<file path="config.mk">
export PLATFORM = sky130hd
export DESIGN_NAME = pulse_iso_link
export DESIGN_NICKNAME = d
export VERILOG_FILES = /design/src/rtl/pil_pkg.sv /design/src/rtl/pil_rst_sync.sv /design/src/rtl/pil_encoder.sv /design/src/rtl/pil_watchdog.sv /design/src/rtl/pil_decoder.sv /design/src/rtl/pulse_iso_link.sv
export SDC_FILE = /design/constraint.sdc
export NUM_CORES = 1
export LEC_CHECK = 0
export BUFFER_PORTS_ARGS = -buffer_cell sky130_fd_sc_hd__clkbuf_2
export CORE_MARGIN = 2
export CORE_UTILIZATION = 55
export CTS_BUF_LIST = sky130_fd_sc_hd__clkbuf_4
export DETAILED_ROUTE_END_ITERATION = 12
export GPL_TIMING_DRIVEN = 0
export PLACE_DENSITY = 0.75
export SLEW_MARGIN = 5
export SYNTH_ARGS = -nofsm -noshare
export SYNTH_HDL_FRONTEND = slang
export SYNTH_HIERARCHICAL = 1
export SYNTH_SLANG_ARGS = --single-unit
</file>
<file path="constraint.sdc">
create_clock -name clk -period 2.8 [get_ports clk]
set_clock_uncertainty 0.15 [all_clocks]
set_input_delay 0.14 -clock clk [delete_from_list [all_inputs] [get_ports clk]]
set_output_delay 0.14 -clock clk [all_outputs]
set_load 0.01 [all_outputs]
</file>
<file path="src/rtl/pil_pkg.sv">
package pil_pkg;

  typedef enum logic [1:0] {
    PULSE_NONE = 2'b00,
    PULSE_SET  = 2'b01,
    PULSE_CLR  = 2'b10,
    PULSE_BAD  = 2'b11
  } pulse_e;

  function automatic pulse_e classify(input logic set_i, input logic clr_i);
    return pulse_e'({clr_i, set_i});
  endfunction

endpackage

</file>
<file path="src/rtl/pil_rst_sync.sv">
module pil_rst_sync (
  input  logic clk,
  input  logic rst_n,
  output logic srst_n
);
  logic [1:0] stage_q;

  always_ff @(posedge clk or negedge rst_n) begin
    if (!rst_n) stage_q <= 2'b00;
    else        stage_q <= {stage_q[0], 1'b1};
  end

  assign srst_n = stage_q[1];
endmodule

</file>
<file path="src/rtl/pil_encoder.sv">
module pil_encoder #(
  parameter int unsigned REFRESH_CYC = 200
) (
  input  logic clk,
  input  logic rst_n,
  input  logic din,
  output logic tx_set,
  output logic tx_clr
);
  localparam int unsigned QW = (REFRESH_CYC > 2) ? $clog2(REFRESH_CYC) : 1;
  localparam logic [QW-1:0] QLAST = QW'(REFRESH_CYC - 1);

  logic          din_q;
  logic [QW-1:0] quiet_q, quiet_n;
  logic          set_q, set_n, clr_q, clr_n;
  logic          moved, refresh;

  always_comb begin
    moved   = (din != din_q);
    refresh = !moved && (quiet_q == QLAST);
    set_n   = (moved && din)  || (refresh && din);
    clr_n   = (moved && !din) || (refresh && !din);
    quiet_n = (moved || refresh) ? '0 : quiet_q + 1'b1;
  end

  always_ff @(posedge clk or negedge rst_n) begin
    if (!rst_n) begin
      din_q   <= 1'b0;
      quiet_q <= '0;
      set_q   <= 1'b0;
      clr_q   <= 1'b0;
    end else begin
      din_q   <= din;
      quiet_q <= quiet_n;
      set_q   <= set_n;
      clr_q   <= clr_n;
    end
  end

  assign tx_set = set_q;
  assign tx_clr = clr_q;

  assert_tx_exclusive_R4: assert property (@(posedge clk) disable iff (!rst_n)
    !(tx_set && tx_clr));

  assert_edge_strobe_R2: assert property (@(posedge clk) disable iff (!rst_n)
    (din != din_q) |=> (tx_set == $past(din)) && (tx_clr == !$past(din)));

  assert_refresh_level_R3: assert property (@(posedge clk) disable iff (!rst_n)
    (din == din_q) |=> !(tx_set && !$past(din)) && !(tx_clr && $past(din)));
endmodule

</file>
<file path="src/rtl/pil_watchdog.sv">
module pil_watchdog #(
  parameter int unsigned LIMIT = 500
) (
  input  logic clk,
  input  logic rst_n,
  input  logic kick,
  output logic expire
);
  localparam int unsigned CW = $clog2(LIMIT + 1);
  localparam logic [CW-1:0] CLAST = CW'(LIMIT - 1);
  localparam logic [CW-1:0] CFULL = CW'(LIMIT);

  logic [CW-1:0] cnt_q, cnt_n;
  logic          cnt_en;

  always_comb begin
    expire = !kick && (cnt_q == CLAST);
    cnt_en = kick || (cnt_q != CFULL);
    cnt_n  = kick ? '0 : cnt_q + 1'b1;
  end

  always_ff @(posedge clk or negedge rst_n) begin
    if (!rst_n)      cnt_q <= '0;
    else if (cnt_en) cnt_q <= cnt_n;
  end

  assert_kick_rearms_R6: assert property (@(posedge clk) disable iff (!rst_n)
    kick |=> !expire);
endmodule

</file>
<file path="src/rtl/pil_decoder.sv">
module pil_decoder
  import pil_pkg::*;
#(
  parameter int unsigned TIMEOUT_CYC = 500,
  parameter logic        DEFAULT_LVL = 1'b1
) (
  input  logic clk,
  input  logic rst_n,
  input  logic rx_set,
  input  logic rx_clr,
  output logic dout,
  output logic link_ok,
  output logic pulse_err
);
  pulse_e kind;
  logic   valid, expire;
  logic   lvl_q, lvl_n, ok_q, ok_n, err_q, err_n;

  always_comb begin
    kind  = classify(rx_set, rx_clr);
    valid = (kind == PULSE_SET) || (kind == PULSE_CLR);
    lvl_n = valid ? (kind == PULSE_SET) : lvl_q;
    ok_n  = valid ? 1'b1 : (expire ? 1'b0 : ok_q);
    err_n = (kind == PULSE_BAD);
  end

  pil_watchdog #(.LIMIT(TIMEOUT_CYC)) u_wdog (
    .clk    (clk),
    .rst_n  (rst_n),
    .kick   (valid),
    .expire (expire)
  );

  always_ff @(posedge clk or negedge rst_n) begin
    if (!rst_n) begin
      lvl_q <= DEFAULT_LVL;
      ok_q  <= 1'b0;
      err_q <= 1'b0;
    end else begin
      lvl_q <= lvl_n;
      ok_q  <= ok_n;
      err_q <= err_n;
    end
  end

  assign dout      = ok_q ? lvl_q : DEFAULT_LVL;
  assign link_ok   = ok_q;
  assign pulse_err = err_q;

  assert_set_drives_high_R5: assert property (@(posedge clk) disable iff (!rst_n)
    (rx_set && !rx_clr) |=> (dout == 1'b1));

  assert_clr_drives_low_R5: assert property (@(posedge clk) disable iff (!rst_n)
    (rx_clr && !rx_set) |=> (dout == 1'b0));

  assert_valid_restores_R7: assert property (@(posedge clk) disable iff (!rst_n)
    (rx_set ^ rx_clr) |=> link_ok);

  assert_collision_ignored_R8: assert property (@(posedge clk) disable iff (!rst_n)
    (rx_set && rx_clr) |=> pulse_err && $stable(dout) && $stable(link_ok));
endmodule

</file>
<file path="src/rtl/pulse_iso_link.sv">
module pulse_iso_link #(
  parameter int unsigned REFRESH_CYC = 200,
  parameter int unsigned TIMEOUT_CYC = 500,
  parameter logic        DEFAULT_LVL = 1'b1
) (
  input  logic clk,
  input  logic rst_n,
  input  logic din,
  output logic tx_set,
  output logic tx_clr,
  input  logic rx_set,
  input  logic rx_clr,
  output logic dout,
  output logic link_ok,
  output logic pulse_err
);
  generate
    if (TIMEOUT_CYC <= REFRESH_CYC || REFRESH_CYC < 2) begin : g_bad_cfg
      $error("TIMEOUT_CYC must exceed REFRESH_CYC, which must be at least 2");
    end
  endgenerate

  logic srst_n;

  pil_rst_sync u_rsync (
    .clk    (clk),
    .rst_n  (rst_n),
    .srst_n (srst_n)
  );

  pil_encoder #(.REFRESH_CYC(REFRESH_CYC)) u_enc (
    .clk    (clk),
    .rst_n  (srst_n),
    .din    (din),
    .tx_set (tx_set),
    .tx_clr (tx_clr)
  );

  pil_decoder #(.TIMEOUT_CYC(TIMEOUT_CYC), .DEFAULT_LVL(DEFAULT_LVL)) u_dec (
    .clk       (clk),
    .rst_n     (srst_n),
    .rx_set    (rx_set),
    .rx_clr    (rx_clr),
    .dout      (dout),
    .link_ok   (link_ok),
    .pulse_err (pulse_err)
  );
endmodule

</file>
After elaboration in Yosys (flattened, before gate mapping)
Cells that the tools add are included.
{"block": "totals", "input_bits": 5, "elab_cells": 38, "regBits": 25, "out_inout_bits": 5}
{"block": "op_classes", "add_sub_neg": 2, "mux": 5, "n_eq_ne": 7, "n_reduce_logical": 15}
{"cell": "adder 9 x 1 -> 9 bit (second input constant)", "n": 1}
{"cell": "equality test 9 bit (second input constant)", "n": 1}
{"cell": "two-way mux 9 bit", "n": 1}
{"cell": "!= test 9 bit (second input constant)", "n": 1}
{"cell": "adder 8 x 1 -> 8 bit (second input constant)", "n": 1}
{"cell": "equality test 8 bit (second input constant)", "n": 1}
{"cell": "two-way mux 8 bit", "n": 1}
{"cell": "logical AND 1 bit", "n": 6}
{"cell": "logical OR 1 bit", "n": 5}
{"cell": "equality test 2 bit (second input constant)", "n": 2}
{"cell": "logical NOT 1 bit", "n": 3}
{"cell": "two-way mux 1 bit", "n": 3}
{"cell": "equality test 2 x 1 -> 1 bit (second input constant)", "n": 1}
{"cell": "nonzero test 2 bit", "n": 1}
{"cell": "!= test 1 bit", "n": 1}

Depth between registers and ports, before layout
Gate-level depths: netlist (run 1).
{"block": "depth", "ltp_word": 6, "ltp_mapped": 7, "mapped_depth_nobuf": 6}

Modules after synthesis
Netlist (run 1), hierarchy kept.
{"mod": "pil_encoder", "cells_each": 48, "area_per_inst_um2": 535.5, "seq_area_each_um2": 275.3, "instances": 1}
{"mod": "pil_watchdog", "cells_each": 55, "area_per_inst_um2": 515.5, "seq_area_each_um2": 225.2, "instances": 1}
{"mod": "pil_decoder", "cells_each": 11, "area_per_inst_um2": 138.9, "seq_area_each_um2": 76.3, "instances": 1}
{"mod": "pil_rst_sync", "cells_each": 3, "area_per_inst_um2": 53.8, "seq_area_each_um2": 50.0, "instances": 1}

Worst setup path before layout (run 1)
Ideal clock, no wire load.
{"block": "synth_path", "path_kind": "register to register", "startpoint": "register u_enc.quiet_q[0]", "endpoint": "register u_enc.clr_q (netlist: u_enc/tx_clr)", "path_stages_with_launch": 5, "required_ns": 2.530, "arrival_time_ns": 1.232, "period_less_slack_ns": 1.503, "setup_ns": 0.120, "path_buffers": 0, "slack_ns": 1.297, "path_cell_list": "dfrtp_1 > ha_1 > and4bb_1 > and2_1 > a41o_1"}
{"block": "synth_between", "elab_chain_len": 4}
{"item": "start, declared", "line_no": "pil_encoder.sv:14", "text": "logic [QW-1:0] quiet_q, quiet_n;"}
{"item": "start signal, assigned", "line_no": "pil_encoder.sv:34", "text": "quiet_q <= quiet_n;"}
{"item": "equality test 8 bit", "line_no": "pil_encoder.sv:20", "text": "refresh = !moved && (quiet_q == QLAST);"}
{"item": "logical AND 1 bit", "line_no": "pil_encoder.sv:20"}
{"item": "logical AND 1 bit", "line_no": "pil_encoder.sv:22", "text": "clr_n = (moved && !din) || (refresh && !din);"}
{"item": "logical OR 1 bit", "line_no": "pil_encoder.sv:22"}
{"item": "via u_enc.clr_n", "line_no": "pil_encoder.sv:15", "text": "logic set_q, set_n, clr_q, clr_n;"}
{"item": "end signal, assigned", "line_no": "pil_encoder.sv:36", "text": "clr_q <= clr_n;"}
{"item": "end, declared", "line_no": "pil_encoder.sv:15"}
The timed path passes the listed nets, and every way through them passes these cells.
A chain may end at the register's enable or synchronous reset.

Final worst setup path (run 1)
{"block": "layout_path", "startpoint": "input rx_clr", "endpoint": "register u_dec.u_wdog.cnt_q[5]"}
{"block": "layout_between", "elab_chain_len": 3, "elab_cells_between_ends": 5, "cone_classes": "eq/ne: 2; mux: 1; reduce/logical: 2"}
{"item": "start, declared", "line_no": "pulse_iso_link.sv:12", "text": "input logic rx_clr,"}
{"item": "equality test 2 x 1 -> 1 bit or equality test 2 bit (tied branches)", "line_no": "pil_decoder.sv:21", "text": "valid = (kind == PULSE_SET) || (kind == PULSE_CLR);"}
{"item": "logical OR 1 bit (*)", "line_no": "pil_decoder.sv:21"}
{"item": "two-way mux 9 bit or logical OR 1 bit (tied branches)", "line_no": "pil_watchdog.sv:19, pil_watchdog.sv:18"}
{"item": "end signal, assigned", "line_no": "pil_watchdog.sv:24", "text": "else if (cnt_en) cnt_q <= cnt_n;"}
{"item": "end, declared", "line_no": "pil_watchdog.sv:13", "text": "logic [CW-1:0] cnt_q, cnt_n;"}
Every way passes the cells marked *; elsewhere a longest branch is shown, timed or not.

==> results.md, run 1 <==
- Post-synthesis register bit count: 25
- Die W: 51.55 microns
- Drt drc: 0
- Ports: 10
- Min-delay src: rx_set
- Total CTS buffers: 3
- First-pass GRT wire length: 3650 microns
- Via count: 898
- Pre-antenna DRT Iters: 4
- CTS Hold Bufs: 5
- Synth area leaders: dfrtp_1 (48%), ha_1 (7.0%), o21ai_0 (2.8%), inv_1 (2.4%), nor2_1 (2.4%)
- Psw: 167.6 uW
- Vias in the first global route: 833
- CP Launch Type: input pin
- Post-layout instance area: 1404 sq um
- GRT overflow: 0
- Worst Setup End Kind: register
- Post-route antenna net violation count: 0
- Arr. time, crit path: 1.97 ns
- CTS Sinks: 25
- Clock share of power: 25.6%
- Hold Path Cell Cnt: 3
- Post-route setup slack: 0.8860 ns
- Slew Viols, Final: 0
- Final Core Density: 64.71%
- Post-Synth Adder-Cell Area: 7.042%
- Slowest CP cell: dlygate4sd3_1
- Critical path class: in -> reg
- Initial antenna violation count: 0
- Rel. slew slack: 39.99%
- Post-Syn Instances: 117
- Leak pwr: 0.6716 nW
- Post-CTS sizing: 0
- End of the worst register-to-register path: u_enc/quiet_q[7]$_DFF_PN0_
- Yosys warns: 6
- Max-Cap Viols: 0
- RR Startpoint: u_enc/din_q$_DFF_PN0_
- Worst path top cell family by delay: buffers and inverters
- Buf/Inv on CP: 5
- CP max stage delay: 0.53 ns
- Worst Tran Pin Value: 0.9001 ns
- Internal Power: 484.8 uW
- Share of cells above drive strength 1: 16.30%
- Synth cell types: 39
- CTS tree: done
- Final setup TNS: 0 ns
- Tightest Hold Check Type: in -> reg
- Peak supply drop: 0.3020 mV
- Yosys top cell area share: 48.29%
- Register area share after synthesis: 50.40%
- Synth area leader: dfrtp_1
- Initial Util: 57.32%
- Critical path required time: 2.86 ns
- Worst hold endpoint: u_dec/link_ok$_DFFE_PN0P_
- Die area: 2657 sq um
- Synth Net Count: 129
- Post-DP HPWL: 1538 microns
- Worst setup slack after placement: 1.084 ns
- Seq pwr share: 62.1%
- Post-layout min period: 1.914 ns
- Area growth syn-to-layout: 12.88%
- Vias/cell: 5.509
- Root Buffer Master: clkbuf_4
- I/O Buffers: 9
- Rows: 17
- 1st-iter DRT viols: 9
- Critical-path cell list: dlygate4sd3_1, clkbuf_2, inv_1, ha_1, inv_1, clkbuf_1, nor2_1, mux2_2
- GRT Util Overall: 18.89%
- Max Fclk: 0.5225 GHz
- Clock-pin slew on the worst setup and hold paths: 0.13 ns
- Hold Worst Slack: 0.1005 ns
- Most common cell after layout, fill and taps aside: dfrtp_1
- Syn_area_per_cell: 10.63 sq um
- Synthesized area: 1244 sq um
- Final setup viols: 0
- CORE AREA: 2170 sq um
- Reg2Reg Depth: 5
- RSZ-0062 raised after global routing: no
- Final hold violations: 0
- Crit Path Max Fanout: 10
- Most frequent cells in the layout: dfrtp_1 (24), clkbuf_2 (9), inv_1 (8), nor2_1 (8)
- Worst-skew pair later-pin latency: 0.31 ns
- GP Congestion: 0.8467
- Placed cell areas: 1324 sq um
- Simple-Gate Fraction of Synth Area: 21.73%
- Die Ht: 51.55 microns
- Power per cell area: 464.7 nW/um^2
- # Post-CTS Setup Buffers: 0
- Sw frac: 25.69%
- # H-tree levels: 1
- Mux contribution to synthesized area: 2.113%
- Largest family of logic cells by synthesized area: simple AND/OR/NAND/NOR gates
- Compound-Gate Fraction of Synth Area: 11.47%
- Total wire length: 2185 microns
- WL/cell: 13.40 microns
- Logic pwr share: 12.3%
- ANT cells: 0
- Largest net degree at the start of global routing: 24
- Synth Area in XOR/XNOR: 3.521%
- Status: completed
- Most common cell on crit path: inv_1
- Period Utilization, post-route: 68.36%
- R2r setup slk: 1.16 ns
- Nets@finish: 148
- Maximum clock insertion buffer count: 2
## kinds of logic (layout without fill, tap and decap cells)
kind of cell	count (synthesis)	count (layout)
AOI/OAI and AO/OA	22	22
xor gates and xnor gates	5	5
adders and majority gates	7	7
buffers and inverters	11	29
DFF	25	25
muxes	2	2
other	1	1
and+or+nand+nor	44	44
## how the worst max path moves through the flow
stage,startpoint,cells past startpoint,end
CTS,rx_clr,8,u_dec/u_wdog/cnt_q[5]$_DFFE_PN0P_
finish,rx_clr,8,u_dec/u_wdog/cnt_q[5]$_DFFE_PN0P_
global route,rx_clr,8,u_dec/u_wdog/cnt_q[5]$_DFFE_PN0P_
detailed placement,rx_clr,7,u_dec/u_wdog/cnt_q[5]$_DFFE_PN0P_
floorplan,u_enc/quiet_q[0]$_DFF_PN0_,4,u_enc/tx_clr$_DFF_PN0_
global placement,rx_clr,7,u_dec/u_wdog/cnt_q[5]$_DFFE_PN0P_
## power groups by stage
| stage | combinational, mW | sequential (mW) | clock, mW |
|---|---|---|---|
| 2_1_floorplan | 0.0544 | 0.408 | 0 |
| 3_3_place_gp | 0.0718 | 0.411 | 0 |
| 3_5_place_dp | 0.0754 | 0.412 | 0 |
| 4_1_cts | 0.0810 | 0.405 | 0.172 |
| 5_1_grt | 0.0932 | 0.410 | 0.183 |
| 6_report | 0.0805 | 0.405 | 0.167 |
## cell usage after synthesis
master,instances
dfrtp_1,24
inv_1,8
nor2_1,8
ha_1,7
o21ai_0,7
a21oi_1,5
nand2_1,5
nand3_1,4
nand4_1,4
or3_1,4
and3_1,3
xor2_1,3
a41o_1,2
clkbuf_1,2
nand2b_1,2
nand3_2,2
nand4b_1,2
nor2b_1,2
nor3b_1,2
xnor2_1,2
a311o_1,1
a31o_2,1
a31oi_1,1
and2_1,1
and3b_1,1
and4_2,1
and4bb_1,1
buf_2,1
conb_1,1
dfstp_2,1
mux2_2,1
mux2_4,1
nand4_2,1
nor3_1,1
o2111a_1,1
o21ai_1,1
o21bai_1,1
o22ai_1,1
o31ai_1,1
## stage by stage
step,std cells,power [mW]
after floorplan,117,0.4625
after global placement,154,0.4828
after detailed placement,154,0.4878
after CTS,163,0.6580
after global routing,163,0.6860
final,163,0.6524
## registers in the layout, summed over array words and instances, names as in the netlist
name	cells
u_dec/u_wdog/cnt_q	9
u_enc/quiet_q	8
u_rsync/stage_q	2
u_dec/link_ok	1
u_dec/lvl_q	1
u_dec/pulse_err	1
u_enc/din_q	1
u_enc/tx_clr	1
u_enc/tx_set	1
## worst register-to-register path: stages, from the launching register on
cell	delay (ns)
dfrtp_1	0.41
ha_1	0.27
clkbuf_1	0.32
nand4b_1	0.17
nor3_1	0.15
a311o_1	0.13
## metal layers
| layer | up-vias | GRT usage (%) | wire, microns |
|---|---|---|---|
| met3 | 4 | 2.586 | 30 |
| li1 | 452 | - | - |
| met5 | - | 0 | 0 |
| met4 | 0 | 9.211 | 30 |
| met2 | 8 | 32.26 | 1107 |
| met1 | 434 | 23.55 | 1016 |
## area by class of cell
cell class | instances | area [sq um]
fillers | 174 | 765.7
flip-flops and latches | 25 | 626.9
multi-input cells | 81 | 574.3
repair buffers | 14 | 95.09
well taps | 28 | 35.03
clock buffers | 4 | 30.03
inverters | 8 | 30.03
plain buffers | 3 | 12.51
Note: power is estimated with default switching activity, not from simulation.
==> run 2, diff against run 1 <==
clock period = 1.9 ns   (was 2.8 ns; I/O delays follow)
==> results.md, run 2 (synthesis results as in run 1) <==
- Status: completed (unchanged)
- Worst Tran Pin Value: 0.9006 ns (was 0.9001 ns)
- Max Fclk: 0.5739 GHz
- Most frequent cells in the layout: dfrtp_1 (24), clkbuf_2 (9), inv_1 (8), nor2_1 (8) (unchanged)
- Initial antenna violation count: 0 (unchanged)
- RR Startpoint: u_enc/din_q$_DFF_PN0_ (unchanged)
- Reg2Reg Depth: 5 (unchanged)
- Post-CTS sizing: 0 (unchanged)
- R2r setup slk: 0.26 ns (was 1.16 ns)
- Clock-pin slew on the worst setup and hold paths: 0.13 ns (about the same)
- GRT Util Overall: 18.89% (unchanged)
- Arr. time, crit path: 1.86 ns (was 1.97 ns)
- End of the worst register-to-register path: u_enc/quiet_q[7]$_DFF_PN0_ (unchanged)
- Die W: 51.55 microns (unchanged)
- Root Buffer Master: clkbuf_4 (unchanged)
- Post-DP HPWL: 1538 microns (unchanged)
- I/O Buffers: 9 (unchanged)
- Worst hold endpoint: u_dec/lvl_q$_DFFE_PN1P_ (was u_dec/link_ok$_DFFE_PN0P_)
- Largest net degree at the start of global routing: 24 (unchanged)
- Hold Path Cell Cnt: 3 (unchanged)
- Maximum clock insertion buffer count: 2 (unchanged)
- Max-Cap Viols: 0 (unchanged)
- Final hold violations: 0 (unchanged)
- Post-layout min period: 1.742 ns
- Via count: 903 (was 898)
- Total wire length: 2157 microns (was 2185 microns)
- Post-route antenna net violation count: 0 (unchanged)
- # H-tree levels: 1 (unchanged)
- Drt drc: 0 (unchanged)
- Peak supply drop: 0.4449 mV (was 0.3020 mV)
- Worst Setup End Kind: register (unchanged)
- Largest register FFs: 9 (unchanged)
- Total CTS buffers: 3 (unchanged)
- Die area: 2657 sq um (unchanged)
- Nets@finish: 147 (was 148)
- Slew Viols, Final: 0 (unchanged)
- CTS Sinks: 25 (unchanged)
- First-pass GRT wire length: 3650 microns (unchanged)
- Slowest CP cell: dlygate4sd3_1 (unchanged)
- # fillers: 176 (was 174)
- Critical path required time: 2.01 ns (was 2.86 ns)
- WL/cell: 13.31 microns (was 13.40 microns)
- GP Congestion: 0.8467 (unchanged)
- Worst path top cell family by delay: buffers and inverters (unchanged)
- CP Launch Type: input pin (unchanged)
- 1st-iter DRT viols: 16 (was 9)
- Worst-skew pair later-pin latency: 0.31 ns (about the same)
- ANT cells: 0 (unchanged)
- # Post-CTS Setup Buffers: 0 (unchanged)
- Pre-antenna DRT Iters: 4 (unchanged)
- CORE AREA: 2170 sq um (unchanged)
- Final setup TNS: 0 ns (unchanged)
- Share of cells above drive strength 1: 16.42% (was 16.30%)
- CP max stage delay: 0.54 ns (was 0.53 ns)
- Vias in the first global route: 833 (unchanged)
- Rows: 17 (unchanged)
- GRT overflow: 0 (unchanged)
- Initial Util: 57.32% (unchanged)
- Rel. slew slack: 39.96% (was 39.99%)
- Area growth syn-to-layout: 12.58% (was 12.88%)
- Ports: 10 (unchanged)
- Min-delay src: rx_set (unchanged)
- Power per cell area: 685.5 nW/um^2 (was 464.7 nW/um^2)
- Leak pwr: 0.6704 nW (was 0.6716 nW)
- Final setup viols: 0 (unchanged)
- Tightest Hold Check Type: in -> reg (unchanged)
- Pwr Total: 959.7 uW (was 652.4 uW)
- Reg with most FFs: u_dec/u_wdog/cnt_q (unchanged)
- Buf/Inv on CP: 4 (was 5)
- Die Ht: 51.55 microns (unchanged)
- Crit Path Max Fanout: 10 (unchanged)
- Critical-path cell list: dlygate4sd3_1, clkbuf_2, inv_1, ha_1, clkbuf_1, nand4b_1, nor3_1, a311o_1 (was dlygate4sd3_1, clkbuf_2, inv_1, ha_1, inv_1, clkbuf_1, nor2_1, mux2_2)
- Critical path class: in -> reg (unchanged)
- Period Utilization, post-route: 91.70%
- RSZ-0062 raised after global routing: no (unchanged)
- Most common cell after layout, fill and taps aside: dfrtp_1 (unchanged)
- Vias/cell: 5.574 (was 5.509)
- CTS tree: done (unchanged)
- Top flop regs: u_dec/u_wdog/cnt_q: 9 flops, u_enc/quiet_q: 8 flops, u_rsync/stage_q: 2 flops (unchanged)
==> run 2: per-stage QoR <==
stage	area [sq um]	hold slack, ns	utilization, %	cells	worst slack (ns)
floorplan	1244	-0.3506	-	117	0.3971
global placement	1324	-0.2692	61.02	154	0.2747
detailed placement	1324	-0.2649	61.02	154	0.2291
CTS	1404	0.04760	64.71	163	0.03290
global route	1400	0.07568	64.53	162	0.04904
finish	1400	0.05397	64.53	162	0.1577
==> run 2: timing repair <==
item	4_1_cts	5_1_grt
endpoints found under the hold margin	6	0
setup endpoints to repair	0	2
hold buffers	5	0
==> run 2: how the worst max path moves through the flow <==
stage / start / endpoint / slack, ns / cells after the start
final: din / u_enc/quiet_q[7]$_DFF_PN0_ / 0.16 / 8
after global routing: din / u_enc/quiet_q[7]$_DFF_PN0_ / 0.05 / 8
after CTS: rx_clr / u_dec/u_wdog/cnt_q[5]$_DFFE_PN0P_ / 0.03 / 8
after detailed placement: rx_clr / u_dec/u_wdog/cnt_q[5]$_DFFE_PN0P_ / 0.23 / 7
after global placement: rx_clr / u_dec/u_wdog/cnt_q[5]$_DFFE_PN0P_ / 0.27 / 7
after floorplan: u_enc/quiet_q[0]$_DFF_PN0_ / u_enc/tx_clr$_DFF_PN0_ / 0.40 / 4
==> run 2: worst reg2reg max path, delay by kind of cell (launching register included) <==
family          cells  cell delay [ns]
compound gates      1             0.13
fa+ha+maj           1             0.27
buf+inv             1             0.32
flops               1             0.41
simple gates        2             0.32
==> run 2: cell type report <==
| type | instances | area (sq um) | area share [%] |
|---|---|---|---|
| inverters | 8 | 30.03 | 2.145 |
| repair buffers | 14 | 95.09 | 6.792 |
| flip-flops and latches | 25 | 626.9 | 44.77 |
| well taps | 28 | 35.03 | 2.502 |
| plain buffers | 2 | 8.758 | 0.6256 |
| multi-input cells | 81 | 574.3 | 41.02 |
| clock buffers | 4 | 30.03 | 2.145 |
==> run 2: report_power, final <==
| group | total [mW] | internal [mW] | leakage [nW] | switching (mW) |
|---|---|---|---|---|
| Sequential | 0.597 | 0.563 | 0.325 | 0.0335 |
| Combinational | 0.117 | 0.0544 | 0.327 | 0.0625 |
| Clock | 0.246 | 0.0963 | 0.0184 | 0.150 |
| Total | 0.960 | 0.714 | 0.670 | 0.246 |
==> run 2: per-layer routing <==
layer	share of wire [%]	routed length [microns]	track usage, %	vias up
li1	-	-	-	451
met1	47	1019	23.55	438
met2	50	1069	32.26	10
met3	1.7	37	2.586	4
met4	1.4	30	9.211	0
met5	0	0	0	-
